<file path="src/rtl/i2cdac_pkg.sv">
package i2cdac_pkg;
    localparam int CODE_W   = 12;
    localparam int MODE_W   = 2;
    localparam int WORD_W   = 16;
    localparam int BYTE_W   = 8;
    localparam int SEL_W    = 2;
    localparam int FIXED_W  = 7 - SEL_W;
    localparam logic [FIXED_W-1:0] ADDR_FIXED = 5'b00011;

    typedef enum logic [2:0] {
        ST_IDLE,
        ST_ADDR,
        ST_AACK,
        ST_WDATA,
        ST_WACK,
        ST_RDATA,
        ST_RACK
    } pstate_t;

    typedef struct packed {
        logic [1:0]        spare;
        logic [MODE_W-1:0] mode;
        logic [CODE_W-1:0] code;
    } dac_word_t;

    function automatic dac_word_t make_word(input logic [BYTE_W-1:0] hi,
                                            input logic [BYTE_W-1:0] lo);
        dac_word_t w;
        w.spare = 2'b00;
        w.mode  = hi[5:4];
        w.code  = {hi[3:0], lo};
        return w;
    endfunction
endpackage

</file>
<file path="src/rtl/i2cdac_sync.sv">
module i2cdac_sync #(
    parameter int STAGES = 2
) (
    input  logic clk,
    input  logic rst,
    input  logic scl_i,
    input  logic sda_i,
    output logic scl_s,
    output logic sda_s,
    output logic scl_rise,
    output logic scl_fall,
    output logic start_det,
    output logic stop_det
);
    logic [STAGES-1:0] scl_pipe, sda_pipe;
    logic scl_prev, sda_prev;

    always_ff @(posedge clk) begin
        if (rst) begin
            scl_pipe <= '1;
            sda_pipe <= '1;
            scl_prev <= 1'b1;
            sda_prev <= 1'b1;
        end else begin
            scl_pipe <= {scl_pipe[STAGES-2:0], scl_i};
            sda_pipe <= {sda_pipe[STAGES-2:0], sda_i};
            scl_prev <= scl_pipe[STAGES-1];
            sda_prev <= sda_pipe[STAGES-1];
        end
    end

    assign scl_s     = scl_pipe[STAGES-1];
    assign sda_s     = sda_pipe[STAGES-1];
    assign scl_rise  = scl_s && !scl_prev;
    assign scl_fall  = !scl_s && scl_prev;
    assign start_det = scl_s && scl_prev && sda_prev && !sda_s;
    assign stop_det  = scl_s && scl_prev && !sda_prev && sda_s;
endmodule

</file>
<file path="src/rtl/i2cdac_proto.sv">
module i2cdac_proto
    import i2cdac_pkg::*;
(
    input  logic              clk,
    input  logic              rst,
    input  logic              scl_rise,
    input  logic              scl_fall,
    input  logic              sda_s,
    input  logic              start_det,
    input  logic              stop_det,
    input  logic [SEL_W-1:0]  addr_sel,
    input  logic [WORD_W-1:0] rd_word,
    output logic              byte_valid,
    output logic [BYTE_W-1:0] byte_data,
    output logic              sda_oe,
    output pstate_t           state
);
    localparam int CNT_W = $clog2(BYTE_W);

    logic [CNT_W-1:0]  bit_cnt;
    logic [BYTE_W-1:0] rx_sh;
    logic [BYTE_W-1:0] tx_sh;
    logic              byte_full;
    logic              rw_bit;
    logic              send_lo;
    logic              got_nack;

    always_ff @(posedge clk) begin
        if (rst) begin
            state      <= ST_IDLE;
            bit_cnt    <= '0;
            rx_sh      <= '0;
            tx_sh      <= '1;
            byte_full  <= 1'b0;
            rw_bit     <= 1'b0;
            send_lo    <= 1'b0;
            got_nack   <= 1'b0;
            byte_valid <= 1'b0;
        end else begin
            byte_valid <= 1'b0;
            if (start_det) begin
                state     <= ST_ADDR;
                bit_cnt   <= '0;
                byte_full <= 1'b0;
            end else if (stop_det) begin
                state     <= ST_IDLE;
                byte_full <= 1'b0;
            end else begin
                case (state)
                    ST_ADDR, ST_WDATA: begin
                        if (scl_rise && !byte_full) begin
                            rx_sh   <= {rx_sh[BYTE_W-2:0], sda_s};
                            bit_cnt <= bit_cnt + 1'b1;
                            if (bit_cnt == CNT_W'(BYTE_W - 1))
                                byte_full <= 1'b1;
                        end else if (scl_fall && byte_full) begin
                            byte_full <= 1'b0;
                            bit_cnt   <= '0;
                            if (state == ST_ADDR) begin
                                if (rx_sh[BYTE_W-1:1] == {ADDR_FIXED, addr_sel}) begin
                                    state  <= ST_AACK;
                                    rw_bit <= rx_sh[0];
                                end else begin
                                    state <= ST_IDLE;
                                end
                            end else begin
                                state      <= ST_WACK;
                                byte_valid <= 1'b1;
                            end
                        end
                    end
                    ST_AACK: begin
                        if (scl_fall) begin
                            if (rw_bit) begin
                                state   <= ST_RDATA;
                                tx_sh   <= rd_word[WORD_W-1:BYTE_W];
                                send_lo <= 1'b1;
                                bit_cnt <= '0;
                            end else begin
                                state <= ST_WDATA;
                            end
                        end
                    end
                    ST_WACK: begin
                        if (scl_fall)
                            state <= ST_WDATA;
                    end
                    ST_RDATA: begin
                        if (scl_fall) begin
                            if (bit_cnt == CNT_W'(BYTE_W - 1)) begin
                                state <= ST_RACK;
                            end else begin
                                tx_sh   <= {tx_sh[BYTE_W-2:0], 1'b1};
                                bit_cnt <= bit_cnt + 1'b1;
                            end
                        end
                    end
                    ST_RACK: begin
                        if (scl_rise)
                            got_nack <= sda_s;
                        else if (scl_fall) begin
                            if (got_nack) begin
                                state <= ST_IDLE;
                            end else begin
                                state   <= ST_RDATA;
                                tx_sh   <= send_lo ? rd_word[BYTE_W-1:0]
                                                   : rd_word[WORD_W-1:BYTE_W];
                                send_lo <= !send_lo;
                                bit_cnt <= '0;
                            end
                        end
                    end
                    default: ;
                endcase
            end
        end
    end

    assign byte_data = rx_sh;
    assign sda_oe    = (state == ST_AACK) || (state == ST_WACK) ||
                       ((state == ST_RDATA) && !tx_sh[BYTE_W-1]);
endmodule

</file>
<file path="src/rtl/i2cdac_wordreg.sv">
module i2cdac_wordreg
    import i2cdac_pkg::*;
(
    input  logic              clk,
    input  logic              rst,
    input  logic              frame_clr,
    input  logic              byte_valid,
    input  logic [BYTE_W-1:0] byte_data,
    output logic [WORD_W-1:0] rd_word,
    output logic [CODE_W-1:0] dac_code,
    output logic [MODE_W-1:0] pd_mode,
    output logic              dac_update
);
    logic [BYTE_W-1:0] hold_hi;
    logic              have_hi;
    dac_word_t         cur;

    always_ff @(posedge clk) begin
        if (rst) begin
            hold_hi    <= '0;
            have_hi    <= 1'b0;
            cur        <= '0;
            dac_update <= 1'b0;
        end else begin
            dac_update <= 1'b0;
            if (frame_clr) begin
                have_hi <= 1'b0;
            end else if (byte_valid) begin
                if (!have_hi) begin
                    hold_hi <= byte_data;
                    have_hi <= 1'b1;
                end else begin
                    cur        <= make_word(hold_hi, byte_data);
                    have_hi    <= 1'b0;
                    dac_update <= 1'b1;
                end
            end
        end
    end

    assign rd_word  = cur;
    assign dac_code = cur.code;
    assign pd_mode  = cur.mode;
endmodule

</file>
<file path="src/rtl/i2c_dac_slave.sv">
module i2c_dac_slave
    import i2cdac_pkg::*;
#(
    parameter int SYNC_STAGES = 2
) (
    input  logic              clk,
    input  logic              rst,
    input  logic              scl_i,
    input  logic              sda_i,
    input  logic [SEL_W-1:0]  addr_sel,
    output logic              sda_oe,
    output logic [CODE_W-1:0] dac_code,
    output logic [MODE_W-1:0] pd_mode,
    output logic              dac_update
);
    logic scl_sync, sda_sync, scl_rise, scl_fall, start_det, stop_det;
    logic              byte_valid;
    logic [BYTE_W-1:0] byte_data;
    logic [WORD_W-1:0] rd_word;
    pstate_t           proto_state;

    i2cdac_sync #(.STAGES(SYNC_STAGES)) u_sync (
        .clk(clk), .rst(rst), .scl_i(scl_i), .sda_i(sda_i),
        .scl_s(scl_sync), .sda_s(sda_sync),
        .scl_rise(scl_rise), .scl_fall(scl_fall),
        .start_det(start_det), .stop_det(stop_det)
    );

    i2cdac_proto u_proto (
        .clk(clk), .rst(rst), .scl_rise(scl_rise), .scl_fall(scl_fall),
        .sda_s(sda_sync), .start_det(start_det), .stop_det(stop_det),
        .addr_sel(addr_sel), .rd_word(rd_word),
        .byte_valid(byte_valid), .byte_data(byte_data),
        .sda_oe(sda_oe), .state(proto_state)
    );

    i2cdac_wordreg u_word (
        .clk(clk), .rst(rst), .frame_clr(start_det || stop_det),
        .byte_valid(byte_valid), .byte_data(byte_data),
        .rd_word(rd_word), .dac_code(dac_code), .pd_mode(pd_mode),
        .dac_update(dac_update)
    );
endmodule

</file>
<file path="config.mk">
export PLATFORM = sky130hd
export DESIGN_NAME = i2c_dac_slave
export DESIGN_NICKNAME = d
export VERILOG_FILES = /design/src/rtl/i2cdac_pkg.sv /design/src/rtl/i2cdac_sync.sv /design/src/rtl/i2cdac_proto.sv /design/src/rtl/i2cdac_wordreg.sv /design/src/rtl/i2c_dac_slave.sv
export SDC_FILE = /design/constraint.sdc
export NUM_CORES = 1
export LEC_CHECK = 0
export ABC_AREA = 1
export CORE_ASPECT_RATIO = 1.25
export CORE_MARGIN = 2
export CORE_UTILIZATION = 37
export CTS_CLUSTER_DIAMETER = 100
export CTS_CLUSTER_SIZE = 14
export DETAILED_ROUTE_END_ITERATION = 10
export DONT_BUFFER_PORTS = 1
export HOLD_SLACK_MARGIN = 0.15
export MAX_ROUTING_LAYER = met4
export PLACE_DENSITY = 0.48
export RECOVER_POWER = 25
export SYNTH_ARGS = -nofsm -noshare
export SYNTH_HDL_FRONTEND = slang
export SYNTH_SLANG_ARGS = --single-unit
</file>
<file path="constraint.sdc">
create_clock -name clk -period 1.9 [get_ports clk]
set_input_delay 0.095 -clock clk [delete_from_list [all_inputs] [get_ports clk]]
set_output_delay 0.095 -clock clk [all_outputs]
set_load 0.03 [all_outputs]
</file>
[Yosys cells after proc, flatten, opt, wreduce, memory -nomap -nowiden]
Index checks and enable logic that the tools add are counted.
Storage, ports and cells
  output and inout port bits: 16
  register bits: 55
  bits of input ports: 6
  logic and storage cells: 146
Cells by class
  reductions and logical operators: 43
  add/subtract/negate cells: 1
  equal/unequal tests: 29
  bitwise logic cells: 8
  mux-type cells: 46
Operators with widths (number)
  8-bit 2-to-1 mux: 8
  3-bit 2-to-1 mux: 20
  4-bit by 3-bit != test with 1-bit output, second input constant: 6
  8-bit case mux with 3 select lines: 1
  10-bit AND reduction: 2
  9-bit AND reduction: 2
  3-bit case mux with 5 select lines: 1
  2-bit by 1-bit != test with 1-bit output, second input constant: 7
  1-bit 2-to-1 mux: 13
  3-bit == test, second input constant: 4
  3-bit case mux with 4 select lines: 1
  1-bit logical AND: 10
  2-bit != test, second input constant: 5
  3-bit AND reduction: 3
  4-bit != test, second input constant: 2
  1-bit inverter: 8
  4-bit AND reduction: 2
  8-bit AND reduction: 1
  7-bit by 4-bit == test with 1-bit output: 1
  1-bit logical NOT: 7
  7-bit AND reduction: 1
  7-bit nonzero test: 1
  3-bit by 2-bit == test with 1-bit output, second input constant: 2
  2-bit OR reduction: 3
  12 further kinds: 16

[Longest topological paths before layout]
Gate-level depths: netlist (run 1).
  word-level depth: 8
  gate-level depth with buffers: 10

[By module]
From an unflattened synthesis (run 1), not the netlist that was laid out.
Unflattened totals
  cell total of the unflattened synthesis: 455
  area, all modules: 3012.9 um^2
Modules (own cells, without submodules)
  i2cdac_proto: area each 1751.7 um^2, instances 1, cells each 273, sequential area each 540.5 um^2
  i2cdac_wordreg: area each 1052.3 um^2, instances 1, cells each 155, sequential area each 440.4 um^2
  i2cdac_sync: area each 197.7 um^2, instances 1, cells each 24, sequential area each 120.1 um^2
  i2c_dac_slave: area each 11.3 um^2, instances 1, cells each 3, sequential area each 0.0 um^2

[Worst setup path after synthesis (run 1)]
OpenSTA, ideal clock, no wires.
  kind: reg2out
  from: reg u_proto.state[2]
  to: out sda_oe
  required time: 1.805 ns
  stages on the path, launching flop included: 4
  slack: 0.427 ns
  path buffers: 1
  arrival: 1.378 ns
  cell sequence: dfxtp_1 -> nand3_2 -> buf_6 -> o21ai_0
Between the ends
  longest elaborated chain between the ends: 3
Ends and longest elaborated chain
  start, declared: line i2cdac_proto.sv:16  | output pstate_t state
  start signal, assigned: line i2cdac_proto.sv:30  | state <= ST_IDLE;
  start signal, assigned: line i2cdac_proto.sv:42  | state <= ST_ADDR;
  start signal, assigned: line i2cdac_proto.sv:46  | state <= ST_IDLE;
  3-bit by 2-bit == test with 1-bit output, or another cell as far along: line i2cdac_proto.sv:120  | assign sda_oe = (state == ST_AACK) || (state == ST_WACK) ||
  1-bit logical OR / 1-bit logical AND (equally long branches): line i2cdac_proto.sv:120, i2cdac_proto.sv:121
  1-bit logical OR (*): line i2cdac_proto.sv:120
  end, declared: line i2c_dac_slave.sv:11  | output logic sda_oe,
Mark *: on every way between the ends. The rest lies on a longest branch, timed or not.

[Worst setup path in the final report (run 1)]
  from: reg u_proto.state[1]
  to: out sda_oe
Same word-level chain as after synthesis.

==> metrics.md, run 1 <==
| Metric | Value |
|---|---|
| Post-CTS sizing | `0` |
| WP data arrival | `approximately 1.6 ns` |
| Crit path time final | `1.70 ns` |
| Port-buffer cells | `0` |
| Most frequent cells in the layout | `nand2_1, dfxtp_1, nand3_1` |
| Buf/Inv on CP | `2` |
| Setup crit end kind | `output port` |
| Critical Path RT | `1.80 ns` |
| Chip height | `96.2 um` |
| DR vias/cell | `4.94` |
| Share of layout cells above drive strength 1 | `13.6%` |
| Rows | `33` |
| Iter 0 DRT Violations | `between 100 and 150` |
| Crit start category | `register` |
| CTS tree | `yes` |
| Nets | `352` |
| CTS max path bufs | `2` |
| Synth Register Bits | `55` |
| Vias in the first global route | `2177` |
| Crit-path cells | `inv_2 -> nor2_2 -> o21ai_0 -> o21ai_0 -> buf_4` |
| Slew @ Worst Pin | `between 0.8 and 0.9 ns` |
| CTS Buf Count | `5` |
| Relative slew slack | `44.5%` |
| Routed wire per std cell | `14.5 um` |
| Maximum clock rate | `between 0.5 and 0.6 GHz` |
| CP dominant cell by count | `o21ai_0` |
| Pwr Density | `~750 nW/um^2` |
| Lkg Pwr | `1.07 nW` |
| GP Congestion | `0.862` |
| Core area | `between 6000 and 7000 sq um` |
| Syn_nets | `346` |
| Outcome | `complete, no violations` |
| Vias | `2133` |
| IO Pins | `22` |
| Cells after DPL | `421` |
| First-pass GRT wire length | `about 11000 um` |
| Worst VDD drop | `0.000345 V` |
| Syn Area/Cell | `roughly 7.4 sq um` |
| Sequential-to-total area share from yosys stat | `43.8%` |
| Final setup TNS | `0 ns` |
| Aggregate global routing overflow | `0` |
| Gate Count Post-Synth | `338` |
| # DRC | `0` |
| Warnings, synthesis | `0` |
| Area growth, synth to finish | `9.56%` |
| Setup CP Type | `register to output port` |
| Hold WC Path Type | `input pin to register` |
| Sink Count | `55` |
| Post-DRT Antenna Nets | `0` |
| Clk root buf | `clkbuf_8` |
| First-pass detailed-route iteration total | `4` |
| Initial core utilization | `38.3%` |
| Final HPWL DP | `4650 um` |
| Total Die Area | `7470 sq um` |
| GR Util All Layers | `18.8%` |
| Initial antenna violation count | `0` |
| Slowest stage cell, crit path | `dfxtp_1` |
| Commonest non-fill, non-tap cell in the layout | `nand2_1` |
| Kind of cell adding the most delay to the critical path | `flip-flops` |
| Finish-stage setup viols | `0` |
| Synth cell types | `31` |
| Clock-pin slew on the worst setup and hold paths | `roughly 0.10 ns` |
| Final hold violations | `0` |
| ANT cells | `0` |
| Slew Limit Fails | `0` |
| Total Wirelength | `6250 um` |
| Non-Filler Instances | `432` |
| Largest net degree at the start of global routing | `26` |
| Final period utilization | `~90%` |
| Clk_lat worst skew | `0.31 ns` |
| Max_cap viols | `0` |
| Synth Cell Area | `2510 sq um` |
| Final Skew | `0.0108 ns` |
| Die Wd | `77.7 um` |
| Critical Path Max Stage Delay | `0.46 ns` |
| RSZ-0062 raised after global routing | `no` |
| H-tree depth | `2` |
| CP Max Fanout | `5` |
| Fill cells | `between 600 and 700` |
metrics by stage:
step	total power, mW	hold WS (ns)	setup slack (ns)	cell area [sq um]	util [%]
floorplan	1.26	0.199	0.427	2510	-
global route	2.14	0.278	0.0361	2750	41.9
detailed placement	1.27	0.170	0.302	2610	39.8
finish	2.06	0.229	0.195	2750	41.9
global placement	1.27	0.169	0.378	2610	39.8
CTS	2.08	0.212	0.201	2750	41.9
routing by layer:
metal	track usage, %	part of all wire (%)	vias to the layer above	wire length [um]
li1	-	-	1122	-
met4	5.36	1.4	0	85
met3	3.38	2.6	7	162
met5	-	0	-	0
met2	30.7	47	33	2940
met1	23.8	49	971	3070
registers in the layout, summed over array words and instances, names as in the netlist, 2 cells and up:
register	cells
u_proto.bit_cnt	3
u_proto.tx_sh	8
u_word.dac_code	12
u_sync.sda_pipe	2
u_word.pd_mode	2
u_sync.scl_pipe	2
u_word.hold_hi	6
u_proto.byte_data	8
u_proto.state	3
cell families (layout without fill, tap and decap cells):
family / count (synthesis) / in the layout / synth area share [%]
AND/OR/NAND/NOR: 180 / 180 / 36.1
AO/OA/AOI/OAI: 60 / 60 / 12.3
adder cells (fa/ha/maj): 2 / 2 / 0.995
buffers and inverters: 41 / 48 / 6.82
flip-flops: 55 / 55 / 43.8
worst min-delay path, delay by kind of cell:
kind | cells | cell delay (ns)
buffers and inverters | 1 | 0.04
AND/OR/NAND/NOR | 6 | 0.36
final timing paths:
kind | end | from | depth (start not counted) | slack [ns]
setup / recovery | sda_oe | u_proto.state[1]$_SDFFE_PP0P_ | 5 | 0.20
hold / removal | u_proto.rw_bit$_SDFFE_PP0P_ | addr_sel[0] | 7 | 0.23
setup reg to reg | u_proto.tx_sh[0]$_SDFFE_PP1P_ | u_proto.bit_cnt[0]$_SDFFE_PP0P_ | 6 | 0.31
hold reg to reg | u_sync.sda_pipe[1]$_SDFF_PP1_ | u_sync.sda_pipe[0]$_SDFF_PP1_ | 1 | 0.42
where the power goes:
part	internal, mW	total, mW	switching (mW)
sequential	1.16	1.17	0.00679
combinational	0.0250	0.0872	0.0623
clock	0.399	0.802	0.402
Yosys cell counts, drive strengths merged:
| master | n | share of area (%) |
|---|---|---|
| clkinv | 1 | 0.15 |
| nand4 | 4 | 1.6 |
| nand3 | 53 | 12 |
| inv | 30 | 4.5 |
| nor2 | 36 | 7.5 |
| a31oi | 2 | 0.50 |
| buf | 6 | 1.6 |
| dfxtp | 55 | 44 |
| a21oi | 32 | 6.4 |
| nor3 | 2 | 0.40 |
| clkbuf | 4 | 0.60 |
| ha | 2 | 1.0 |
| nor3b | 1 | 0.30 |
| o211ai | 1 | 0.30 |
| nand2 | 80 | 13 |
| or2 | 4 | 1.0 |
| o21ai | 25 | 5.1 |
cell type report:
cell class	instances	area, sq um	share of cell area, %
Clock inverter	2	38.8	1.41
Sequential cell	55	1100	40.0
Multi-Input combinational cell	242	1240	45.1
Clock buffer	6	72.6	2.64
Timing Repair Buffer	9	75.1	2.73
Tap cell	87	109	3.95
Inverter	31	116	4.23
repair_timing:
item / in CTS / in global routing
hold endpoints to repair: 29 / 0
setup buffers: 0 / 0
hold buffers: 3 / 0
Note: power is estimated with default switching activity, not from simulation.
==> run 2: changes to the inputs <==
--- a/config.mk
+++ b/config.mk
@@ -8,14 +8,14 @@
 export ABC_AREA = 1
 export CORE_ASPECT_RATIO = 1.25
 export CORE_MARGIN = 2
-export CORE_UTILIZATION = 37
+export CORE_UTILIZATION = 40
 export CTS_CLUSTER_DIAMETER = 100
 export CTS_CLUSTER_SIZE = 14
 export DETAILED_ROUTE_END_ITERATION = 10
 export DONT_BUFFER_PORTS = 1
 export HOLD_SLACK_MARGIN = 0.15
 export MAX_ROUTING_LAYER = met4
-export PLACE_DENSITY = 0.48
+export PLACE_DENSITY = 0.51
 export RECOVER_POWER = 25
 export SYNTH_ARGS = -nofsm -noshare
 export SYNTH_HDL_FRONTEND = slang
==> run 2 against run 1 <==
Critical path depth shrank 1. Count of clock-buffer cells in the layout decreased by 1. Hold slack lost 0.0062 ns. Design area is 0.95% higher. Setup slack gained 0.0031 ns. Power up 7.2%.
==> metrics.md, run 2 (same netlist as run 1, synthesis figures left out) <==
| Metric | Value |
|---|---|
| Seq pwr share | `52.9% (-3.9 points)` |
| IO Pins | `22 (unchanged)` |
| Commonest non-fill, non-tap cell in the layout | `nand2_1` |
| Metal2 WL | `2810 um (-4.2%)` |
| Rows | `32 (-3.0%)` |
| Maximum clock rate | `0.588 GHz (+0.18%)` |
| Post-DRT Antenna Nets | `0 (unchanged)` |
| Final Skew | `0.0107 ns (-0.000177 ns)` |
| Vias in the first global route | `2046 (-6.0%)` |
| Setup CP Type | `register to output port` |
| Non-Filler Instances | `430 (-0.46%)` |
| CTS tree | `yes` |
| Final period utilization | `89.6% (-0.16 points)` |
| Clk_lat worst skew | `0.32 ns (about the same)` |
| Met3 WL | `205 um (+27%)` |
| Final hold violations | `0 (unchanged)` |
| Vias | `2128 (-0.23%)` |
| Final setup TNS | `0 ns (unchanged)` |
| Routed wire per std cell | `14.3 um (-1.4%)` |
| Chip height | `92.6 um (-3.7%)` |
| Wl on met1 | `3020 um (-1.5%)` |
| First-pass detailed-route iteration total | `5 (+1)` |
| Post-CTS sizing | `0 (unchanged)` |
| Total Die Area | `6940 sq um (-7.2%)` |
| Max reg flops | `12 (unchanged)` |
| Worst Hold Launch | `addr_sel[0]` |
| Hold WC Path Type | `input pin to register` |
| Slew Limit Fails | `0 (unchanged)` |
| Nets | `352 (unchanged)` |
| Crit start category | `register` |
| Slew @ Worst Pin | `0.884 ns (+0.0540 ns)` |
| CP Max Fanout | `8 (+3)` |
| Max layer used | `met4` |
| Crit path time final | `1.70 ns (-0.00307 ns)` |
| First-pass GRT wire length | `10200 um (-4.8%)` |
| Final HPWL DP | `4450 um (-4.3%)` |
| Relative slew slack | `40.9% (-3.6 points)` |
| Initial core utilization | `41.0% (+2.7 points)` |
| GR Util All Layers | `19.7% (+0.89 points)` |
| CTS Buf Count | `5 (unchanged)` |
| Aggregate global routing overflow | `0 (unchanged)` |
| Finish-stage setup viols | `0 (unchanged)` |
| Clk root buf | `clkbuf_8` |
| Cells after DPL | `419 (-0.48%)` |
| Core area | `6130 sq um (-6.7%)` |
| Initial antenna violation count | `0 (unchanged)` |
| Most frequent cells in the layout | `nand2_1, dfxtp_1, nand3_1` |
| Area growth, synth to finish | `10.6%` |
| Sw frac | `21.9% (-1.0 points)` |
| Pwr Density | `792 nW/um^2 (+6.1%)` |
| Share of layout cells above drive strength 1 | `13.9% (+0.29 points)` |
| Die Wd | `74.9 um (-3.6%)` |
| WP data arrival | `1.61 ns (about the same)` |
| Port-buffer cells | `0 (unchanged)` |
| ANT cells | `0 (unchanged)` |
| H-tree depth | `2 (unchanged)` |
| Post-CTS Setup Bufs | `0 (unchanged)` |
| CTS max path bufs | `2 (unchanged)` |
| Clock share of power | `43.1% (+4.1 points)` |
| # DRC | `0 (unchanged)` |
| Fill cells | `645 (-6.1%)` |
| Largest net degree at the start of global routing | `26 (unchanged)` |
| Total Wirelength | `6140 um (-1.9%)` |
| Lkg Pwr | `1.09 nW (+1.3%)` |
| Iter 0 DRT Violations | `136 (+7.9%)` |
| GP Congestion | `0.859 (-0.37%)` |
| Internal power | `1.72 mW (+8.6%)` |
| Worst VDD drop | `0.000421 V (+22%)` |
| Worst Setup SP | `u_proto.state[2]$_SDFFE_PP0P_` |
| RSZ-0062 raised after global routing | `no` |
| Hold_buf cts | `3 (unchanged)` |
| Sink Count | `55 (unchanged)` |
| Logic gate share of total power | `4.0% (-0.2 points)` |
| Worst r2r src | `u_sync.sda_pipe[1]$_SDFF_PP1_` |
| Clock-pin slew on the worst setup and hold paths | `0.11 ns (about the same)` |
| Max_cap viols | `0 (unchanged)` |
| Critical Path RT | `1.80 ns (about the same)` |
| Setup crit end kind | `output port` |
| Psw | `0.482 mW (+2.3%)` |
| Outcome | `complete, no violations` |
| DR vias/cell | `4.95 (+0.23%)` |
run 2: cell count changes in the layout (fill, tap and decap cells not counted):
| cell | change |
|---|---|
| bufinv_16 | +1 |
| clkbuf_1 | -1 |
| inv_6 | -1 |
| inv_8 | +1 |
run 2: metal layers:
layer  vias up  track usage (%)
li1       1129                -
met1       960             26.2
met2        31             30.2
met3         8             3.48
met4         0             5.95
met5         -                -
run 2: power by group through the flow:
stage | clock network, mW | logic [mW] | registers [mW]
final | 0.949 | 0.0870 | 1.17
after global routing | 1.01 | 0.0990 | 1.17
after CTS | 0.977 | 0.0872 | 1.17
after detailed placement | 0 | 0.0748 | 1.19
after global placement | 0 | 0.0739 | 1.19
after floorplan | 0 | 0.0635 | 1.19
run 2: final timing paths:
path	endpoint	slack, ns	cells after the start
min	u_proto.rw_bit$_SDFFE_PP0P_	0.22	7
max	sda_oe	0.20	4
max reg2reg	u_word.dac_code[5]$_SDFFE_PP0P_	0.32	8
min reg2reg	u_sync.sda_pipe[1]$_SDFF_PP1_	0.42	1
run 2: final cells by class:
cell class | count | area [sq um] | share of cell area, %
Tap cell | 85 | 106 | 3.83
Clock inverter | 3 | 71.3 | 2.57
Multi-Input combinational cell | 242 | 1240 | 44.6
Timing Repair Buffer | 9 | 75.1 | 2.70
Sequential cell | 55 | 1100 | 39.6
Inverter | 31 | 116 | 4.19
Clock buffer | 5 | 68.8 | 2.48
run 2: per-stage QoR:
| step | hold WS [ns] | cell area, sq um | worst slack (ns) | total power [mW] | utilization (%) |
|---|---|---|---|---|---|
| 3_3_place_gp | 0.168 | 2610 | 0.337 | 1.27 | 42.6 |
| 6_report | 0.223 | 2780 | 0.198 | 2.20 | 45.4 |
| 3_5_place_dp | 0.169 | 2610 | 0.308 | 1.27 | 42.6 |
| 5_1_grt | 0.288 | 2780 | 0.0473 | 2.28 | 45.4 |
| 2_1_floorplan | 0.199 | 2510 | 0.427 | 1.26 | - |
| 4_1_cts | 0.195 | 2780 | 0.161 | 2.23 | 45.4 |
run 2: worst max-delay path: stages, from the launching register on:
cell	delay, ns
dfxtp_1	0.53
nand3_2	0.21
buf_4	0.21
o21ai_0	0.16
buf_4	0.19
